### src/rtl/mmu_fault_capture.sv
module mmu_fault_capture #(
  parameter int VA_W   = 32,
  parameter int ACC_W  = 3,
  parameter int CODE_W = 3
) (
  input  logic              clk,
  input  logic              rst_n,
  input  logic              xl_valid,
  input  logic              xl_fault,
  input  logic [ACC_W-1:0]  xl_acc,
  input  logic [CODE_W-1:0] xl_code,
  input  logic [VA_W-1:0]   xl_vaddr,
  input  logic              no_fault_mode,
  input  logic              traps_en,
  input  logic              rd_en,
  input  logic              rd_sel,
  output logic [VA_W-1:0]   rd_data,
  output logic              trap_req,
  output logic [CODE_W-1:0] trap_code
);
  localparam int ST_W = ACC_W + CODE_W + 2;

  logic [ST_W-1:0] stat;
  logic [VA_W-1:0] far;

  wire fault   = xl_valid & xl_fault;
  wire rd_clr  = rd_en & ~rd_sel;
  wire [ST_W-1:0] fresh = {xl_acc, xl_code, 2'b10};
  wire [ST_W-1:0] base  = (stat != '0) ? ST_W'(1) : '0;

  always_ff @(posedge clk) begin
    if (!rst_n) begin
      stat <= '0;
      far  <= '0;
    end else if (fault) begin
      stat <= base | fresh;
      far  <= xl_vaddr;
    end else if (rd_clr) begin
      stat <= '0;
    end
  end

  always_ff @(posedge clk) begin
    if (!rst_n) begin
      trap_req  <= 1'b0;
      trap_code <= '0;
    end else begin
      trap_req <= fault & traps_en & ~no_fault_mode;
      if (fault) trap_code <= xl_code;
    end
  end

  assign rd_data = rd_sel ? far : {{(VA_W-ST_W){1'b0}}, stat};

  AST_STATUS_VALID: assert property (@(posedge clk) disable iff (!rst_n)
    fault |=> stat[1]);
  AST_OVERFLOW_MARK: assert property (@(posedge clk) disable iff (!rst_n)
    (fault && stat != '0) |=> stat[0]);
  AST_FAR_HOLD: assert property (@(posedge clk) disable iff (!rst_n)
    !fault |=> $stable(far));
  AST_READ_CLEAR: assert property (@(posedge clk) disable iff (!rst_n)
    (rd_clr && !fault) |=> stat == '0);
  AST_TRAP_CAUSE: assert property (@(posedge clk) disable iff (!rst_n)
    trap_req |-> $past(fault));
  AST_TRAP_SUPPRESS: assert property (@(posedge clk) disable iff (!rst_n)
    (fault && (no_fault_mode || !traps_en)) |=> !trap_req);
endmodule

### config.mk
export PLATFORM = sky130hd
export DESIGN_NAME = mmu_fault_capture
export DESIGN_NICKNAME = d
export VERILOG_FILES = /design/src/rtl/mmu_fault_capture.sv
export SDC_FILE = /design/constraint.sdc
export NUM_CORES = 1
export LEC_CHECK = 0
export CORE_MARGIN = 2
export CORE_UTILIZATION = 50
export DETAILED_ROUTE_END_ITERATION = 8
export DONT_BUFFER_PORTS = 1
export SETUP_SLACK_MARGIN = 0.1
export SYNTH_ARGS = -nofsm -noshare
export SYNTH_HDL_FRONTEND = slang
export SYNTH_SLANG_ARGS = --single-unit
export TNS_END_PERCENT = 50
### constraint.sdc
create_clock -name clk -period 2.2 [get_ports clk]
set_clock_uncertainty 0.15 [all_clocks]
set_input_delay 0.33 -clock clk [delete_from_list [all_inputs] [get_ports clk]]
set_output_delay 0.33 -clock clk [all_outputs]
set_load 0.005 [all_outputs]
=== Word-level counts from Yosys, hierarchy flattened ===
Cells that the tools add are included.

* Register bits after elaboration: 44
* Input port bits: 46
* Output and inout port bits: 36
* Word-level logic and storage cells: 17

* Muxes and demuxes: 4
* Bitwise gates (word level): 7
* Reduce and logical (&&, ||, !) cells: 2

{| class="wikitable"
|+ Operators with widths
! operator !! number
|-
| two-way mux 32 bit || 1
|-
| two-way mux 8 bit || 2
|-
| bitwise OR 1 x 8 -> 8 bit || 1
|-
| nonzero test 8 bit || 1
|-
| AND 1 bit || 4
|-
| inverter 1 bit || 2
|-
| nonzero test 2 bit || 1
|-
| two-way mux 1 bit || 1
|}

=== Logic depth before layout (Yosys ltp) ===
Gate-level depths: netlist of the first run.

* Depth in word-level cells: 4
* Gate-level depth with buffers: 5
* Gate-level depth less buffers: 3

=== Least setup slack after synthesis of the first run ===
OpenSTA, ideal clock, no wires.

* Path type: in2out
* Start point: in rd_sel
* End point: out rd_data[2]
* Arrival: 0.842 ns
* Data required time: 1.720 ns
* Setup slack: 0.878 ns
* Stages: 2
* Path buffers: 1
* Cells stage by stage: buf_2 mux2_2

* Word-level cells in the longest chain between the ends: 1

{| class="wikitable"
|+ RTL lines
! element !! line !! text
|-
| from (decl) || 16 || <nowiki>input logic rd_sel,</nowiki>
|-
| two-way mux 32 bit || 53 || <nowiki>assign rd_data = rd_sel ? far : {{(VA_W-ST_W){1'b0}}, stat};</nowiki>
|-
| to (decl) || 17 || <nowiki>output logic [VA_W-1:0] rd_data,</nowiki>
|}

No other way between the ends.

=== Worst setup path in the final report of the first run ===
* Start point: reg stat[2]
* End point: out rd_data[2]

* Word-level cells in the longest chain between the ends: 1

{| class="wikitable"
|+ RTL lines
! element !! line !! text
|-
| from (decl) || 23 || <nowiki>logic [ST_W-1:0] stat;</nowiki>
|-
| from (signal assigned) || 36 || <nowiki>stat <= base | fresh;</nowiki>
|-
| two-way mux 32 bit || 53 ||
|}

No other way between the ends.

==> impl_metrics.tcl, run 1 <==
set metrics [dict create \
    post_cts_buffers 0 \
    grt_usage_pct 18.98 \
    netSwitchingFraction_pct 21.63 \
    p_sw_uw 300.8 \
    power_frac_seq_pct 61.3 \
    core_area_mm2 0.003633 \
    crit_chain "mux2_2" \
    multi_input_area_um2 917.1 \
    gr-usage-met2_pct 36.22 \
    dp_hpwl_um 2658 \
    crit_slowest_cell "dfxtp_1" \
    yosysWarnings 0 \
    design.die.area_mm2 0.004276 \
    async_reset_ff_share_pct 0 \
    tightest_slew_ns 0.4062 \
    synth.distinct_cells 19 \
    wl_um 3805 \
    antenna_found_initial 0 \
    cp_top_family "flip-flops" \
    via_per_inst 5.390 \
    cts.clk_slew.worst_paths_ns 0.07 \
    avgSynthCellArea_um2 8.338 \
    vias 1423 \
    gp_congestion 0.6699 \
    post-route-period-util_pct 62.60 \
    gr-usage-met1_pct 19.01 \
    instances_no_fill 264 \
    status "completed" \
    wl_per_cell_um 14.41 \
    start_kind "flip-flop" \
    grt_overflow 0 \
    ys_top_cells_by_count "75 x nand2_1, 44 x dfxtp_1, 31 x a21boi_0, 25 x and2_1, 12 x buf_2" \
    regArea_um2 880.8 \
    r2r-start "stat[7]" \
    p_per_area_mw_per_mm2 712.3 \
    fmax_ghz 0.7261 \
    synth_cells 226 \
    grt_pass1_vias 1418 \
    drc 0 \
    die_h_um 65.39 \
    cp_max_fo 3 \
    cts_tree "built" \
    hold_path_depth 2 \
    slew_violations 0 \
    setup_viol_count_final 0 \
    hold_start "traps_en" \
    max-cap-violations 0 \
    drt_pass1_iterations 4 \
    critPathArrivalTime_ns 0.90 \
    io_buffers 0 \
    maxSlewHeadroom_pct 72.92 \
    r2r_setup_slack_ns 0.90 \
    dr.first_iter.drc_count 33 \
    grt_max_degree 48 \
    power_frac_comb_pct 7.8 \
    worstSetupPathType "reg2out" \
    clockBufferDepth 2 \
    r2r-end "stat[0]" \
    n_fill_cell 355 \
    cts_resized 0 \
    n_antenna_cell 0 \
    syn-cell-area_mm2 0.001884 \
    numCtsBuffers 5 \
    start_util_pct 51.86 \
    cp.depth 1 \
    synth_area_leader_cell "dfxtp_1" \
    endpoint_kind "output port" \
    rows 22 \
    hold_viol_final 0 \
    ant_nets 0 \
    setup_tns_ns 0 \
    p_leak_nw 0.7333 \
    ys_ff_latch 44 \
    grt_pass1_wl_um 6216 \
    ys.flop_type "dfxtp_1" \
    place_inst 258 \
    synth_top_area_share_pct 46.75 \
    synth_edf_count 0 \
    power.share.clock_pct 30.9 \
    synth.most_common_cell "nand2_1" \
    synth_seq_area_share_pct 46.75 \
    min_period_ns 1.377 \
    path_buf_inv 0 \
    layout-drive-gt1-share_pct 7.407 \
    postLayoutCoreUtil_pct 53.72 \
    intPower_mw 1.090 \
    peakVddDrop_uv 395.7 \
    hp-class "in2reg" \
    nNetsFinal 264 \
    syn_nets 272 \
    clk_latency_ns 0.28 \
    area_growth_pct 3.586 \
    die_x_um 65.39 \
    root_buffer "clkbuf_8" \
    slowest_delay_ns 0.34 \
    rsz0062_at_grt "false" \
    htreeDepth 2 \
    use_met3_pct 7.534 \
    worst_r2r_path_depth 3 \
    grt_busiest_layer "met2" \
    clock_sinks 44 \
    cp.required_ns 1.72 \
    hold_end "trap_req" \
    io_pins 82 \
    ys_top_cells_by_area "dfxtp_1 47%, nand2_1 15%, a21boi_0 12%" \
]
==> layer usage <==
metal / share of wire, % / vias to the layer above
met1: 38 / 666
met3: 7.8 / 2
met2: 54 / 47
met5: 0 / -
li1: - / 708
met4: 0.34 / 0
==> worst max path at each step <==
| stage | from | to |
|---|---|---|
| after floorplan | rd_sel | rd_data[2] |
| after global placement | stat[3] | stat[0] |
| final | stat[2] | rd_data[2] |
| after global routing | stat[2] | rd_data[2] |
| after detailed placement | xl_valid | far[8] |
| after CTS | stat[5] | rd_data[5] |
==> cells in the final DEF, fill, tap and decap left out <==
master,n
nand2b_1,1
nor3_1,1
nand4_1,3
dfxtp_1,44
nor2b_1,1
a21oi_1,2
a21boi_1,7
and2_1,25
a21boi_0,31
nand3_1,6
or4_4,1
buf_4,2
or4_1,1
o21ai_1,1
mux2_2,8
clkbuf_8,5
dlygate4sd3_1,1
nor2_1,1
nand2_1,75
==> state kept, by name, summed over array words and instances (netlist names) <==
| signal | cells |
|---|---|
| stat | 8 |
| trap_code | 3 |
| far | 32 |
| trap_req | 1 |
==> kinds of logic after synthesis <==
| kind of cell | count (synthesis) | synth area share (%) |
|---|---|---|
| AOI/OAI and AO/OA | 41 | 15.94 |
| buffers and inverters | 18 | 4.582 |
| DFF | 44 | 46.75 |
| muxes | 8 | 4.781 |
| and+or+nand+nor | 115 | 27.96 |
==> timing repair <==
action,CTS,global route
endpoints found under the setup margin,0,0
endpoints found under the hold margin,1,0
hold buffers,1,0
==> per-stage QoR <==
stage / setup slack [ns] / total power, mW / instance area (um^2) / hold slack, ns
3_3_place_gp: 0.9324 / 0.9723 / 1873 / 0.2591
2_1_floorplan: 0.8784 / 0.9736 / 1884 / 0.2566
5_1_grt: 0.7712 / 1.474 / 1952 / 0.01190
3_5_place_dp: 0.8301 / 0.9799 / 1873 / 0.2632
6_report: 0.8227 / 1.390 / 1952 / 0.01927
4_1_cts: 0.8067 / 1.418 / 1952 / 0.005633
==> power groups by stage <==
stage | logic, mW | clock network (mW) | registers (mW)
final | 0.109 | 0.430 | 0.852
after detailed placement | 0.109 | 0 | 0.871
after global placement | 0.104 | 0 | 0.868
after global routing | 0.124 | 0.493 | 0.857
after CTS | 0.111 | 0.455 | 0.852
after floorplan | 0.110 | 0 | 0.864
==> layout make-up <==
| type | count | share of cell area (%) |
|---|---|---|
| flip-flops and latches | 44 | 45.13 |
| repair buffers | 3 | 1.282 |
| clock buffers | 5 | 3.526 |
| well taps | 48 | 3.077 |
| multi-input cells | 164 | 46.99 |
(Power assumes the default switching activity.)
==> inputs of run 2 (changes only) <==
clock period = 1.3 ns   (was 2.2 ns; I/O delays follow)
==> impl_metrics.tcl, run 2 (same netlist as run 1, synthesis figures left out) <==
set metrics [dict create \
    final_common_cell "nand2_1" \
    power_frac_seq_pct 57.9 \
    dpl-instance-area_mm2 0.001923 \
    rows 22 \
    clockBufferDepth 2 \
    antenna_found_initial 0 \
    r2r_setup_slack_ns 0.01 \
    io_buffers 0 \
    n_fill_cell 313 \
    timing.final.ws_setup_ns -0.03220 \
    start_util_pct 51.86 \
    drc 0 \
    fin_area_mm2 0.002316 \
    setup_tns_ns -0.08106 \
    largest-register "far" \
    clk_latency_ns 0.28 \
    wl_um 4174 \
    cp.required_ns 0.95 \
    p_sw_uw 552.9 \
    power.share.clock_pct 31.0 \
    slowest_delay_ns 0.33 \
    instances_no_fill 296 \
    start_kind "flip-flop" \
    tightest_slew_ns 0.3542 \
    hp-class "in2reg" \
    failed_checks "negative hold slack, negative setup slack" \
    cts_tree "built" \
    place_inst 263 \
    nNetsFinal 294 \
    fmax_ghz 0.7506 \
    area_growth_pct 22.91 \
    grt_usage_pct 20.82 \
    n_antenna_cell 0 \
    peakVddDrop_uv 1040 \
    largest_reg_flops 32 \
    cp_top_family "flip-flops" \
    intPower_mw 1.939 \
    grt_pass1_vias 1542 \
    crit_chain "buf_6, mux2_4" \
    die_h_um 65.39 \
    io_pins 82 \
    reg_top3 "far x32, stat x8, trap_code x3" \
    p_leak_nw 0.9026 \
    die_x_um 65.39 \
    cts.clk_slew.worst_paths_ns 0.08 \
    finalPower_mw 2.492 \
    layout-drive-gt1-share_pct 12.50 \
    max-cap-violations 0 \
    path_buf_inv 1 \
    post-route-period-util_pct 102.5 \
    root_buffer "clkbuf_8" \
    via_per_inst 5.287 \
    post_cts_buffers 0 \
    setup_viol_count_final 3 \
    hold_buffers 26 \
    postLayoutCoreUtil_pct 63.74 \
    drt_pass1_iterations 4 \
    critPathArrivalTime_ns 0.99 \
    mostFrequentLayoutCells "75 x nand2_1, 36 x dfxtp_1, 31 x a21boi_0" \
    grt_max_degree 48 \
    netSwitchingFraction_pct 22.19 \
    hold_viol_final 44 \
    cp_max_fo 2 \
    grt_overflow 0 \
    maxSlewHeadroom_pct 76.38 \
    numCtsBuffers 5 \
    wl_per_cell_um 14.10 \
    hold_slack_ns -0.1433 \
    core_area_mm2 0.003633 \
    rsz0062_at_grt "true" \
    ant_nets 0 \
    power_frac_comb_pct 11.1 \
    clock_sinks 44 \
    grt_pass1_wl_um 6893 \
    dp_hpwl_um 2786 \
    htreeDepth 2 \
    min_period_ns 1.332 \
    worstSetupPathType "reg2out" \
    dr.first_iter.drc_count 63 \
    design.die.area_mm2 0.004276 \
    p_per_area_mw_per_mm2 1076 \
    vias 1565 \
    gp_congestion 0.7196 \
    status "finished, violations left" \
    slew_violations 0 \
    crit_slowest_cell "dfxtp_2" \
    place_ws_ns 0.04265 \
    endpoint_kind "output port" \
]
==> run 2: changes by cell type in the layout (fill, tap and decap cells not counted), sizes merged <==
cell	change
clkbuf	+1
buf	+5
clkinv	+1
dlygate4sd3	+25
==> run 2: final timing paths <==
| kind | start | endpoint | cells after the start |
|---|---|---|---|
| worst min register to register | far[17] | far[17] | 2 |
| worst max register to register | stat[7] | stat[0] | 3 |
| worst max-delay path | stat[7] | rd_data[7] | 2 |
| worst min-delay path | rst_n | stat[0] | 2 |
==> run 2: metal layers <==
layer	vias up	track usage [%]	share of wire, %
met5	-	0	0
met4	0	5.469	0.65
met3	4	5.822	6.7
met2	48	39.41	53
met1	741	22.55	39
li1	772	-	-
==> run 2: power groups by stage <==
stage / clock network (mW) / logic (mW) / registers (mW)
floorplan: 0 / 0.186 / 1.46
CTS: 0.804 / 0.277 / 1.44
global placement: 0 / 0.195 / 1.47
finish: 0.772 / 0.278 / 1.44
detailed placement: 0 / 0.203 / 1.47
global route: 0.858 / 0.309 / 1.45
==> run 2: layout make-up <==
type / instances / area [um^2] / share of cell area [%]
multi-input cells: 164 / 950.9 / 41.06
repair buffers: 33 / 336.6 / 14.53
well taps: 48 / 60.06 / 2.593
clock inverters: 1 / 5.005 / 0.2161
clock buffers: 6 / 72.57 / 3.133
flip-flops and latches: 44 / 890.9 / 38.47
==> run 2: what timing repair did <==
item,4_1_cts,5_1_grt
hold endpoints to repair,44,44
resized for setup,19,1
pin swaps,0,2
setup endpoints to repair,9,9
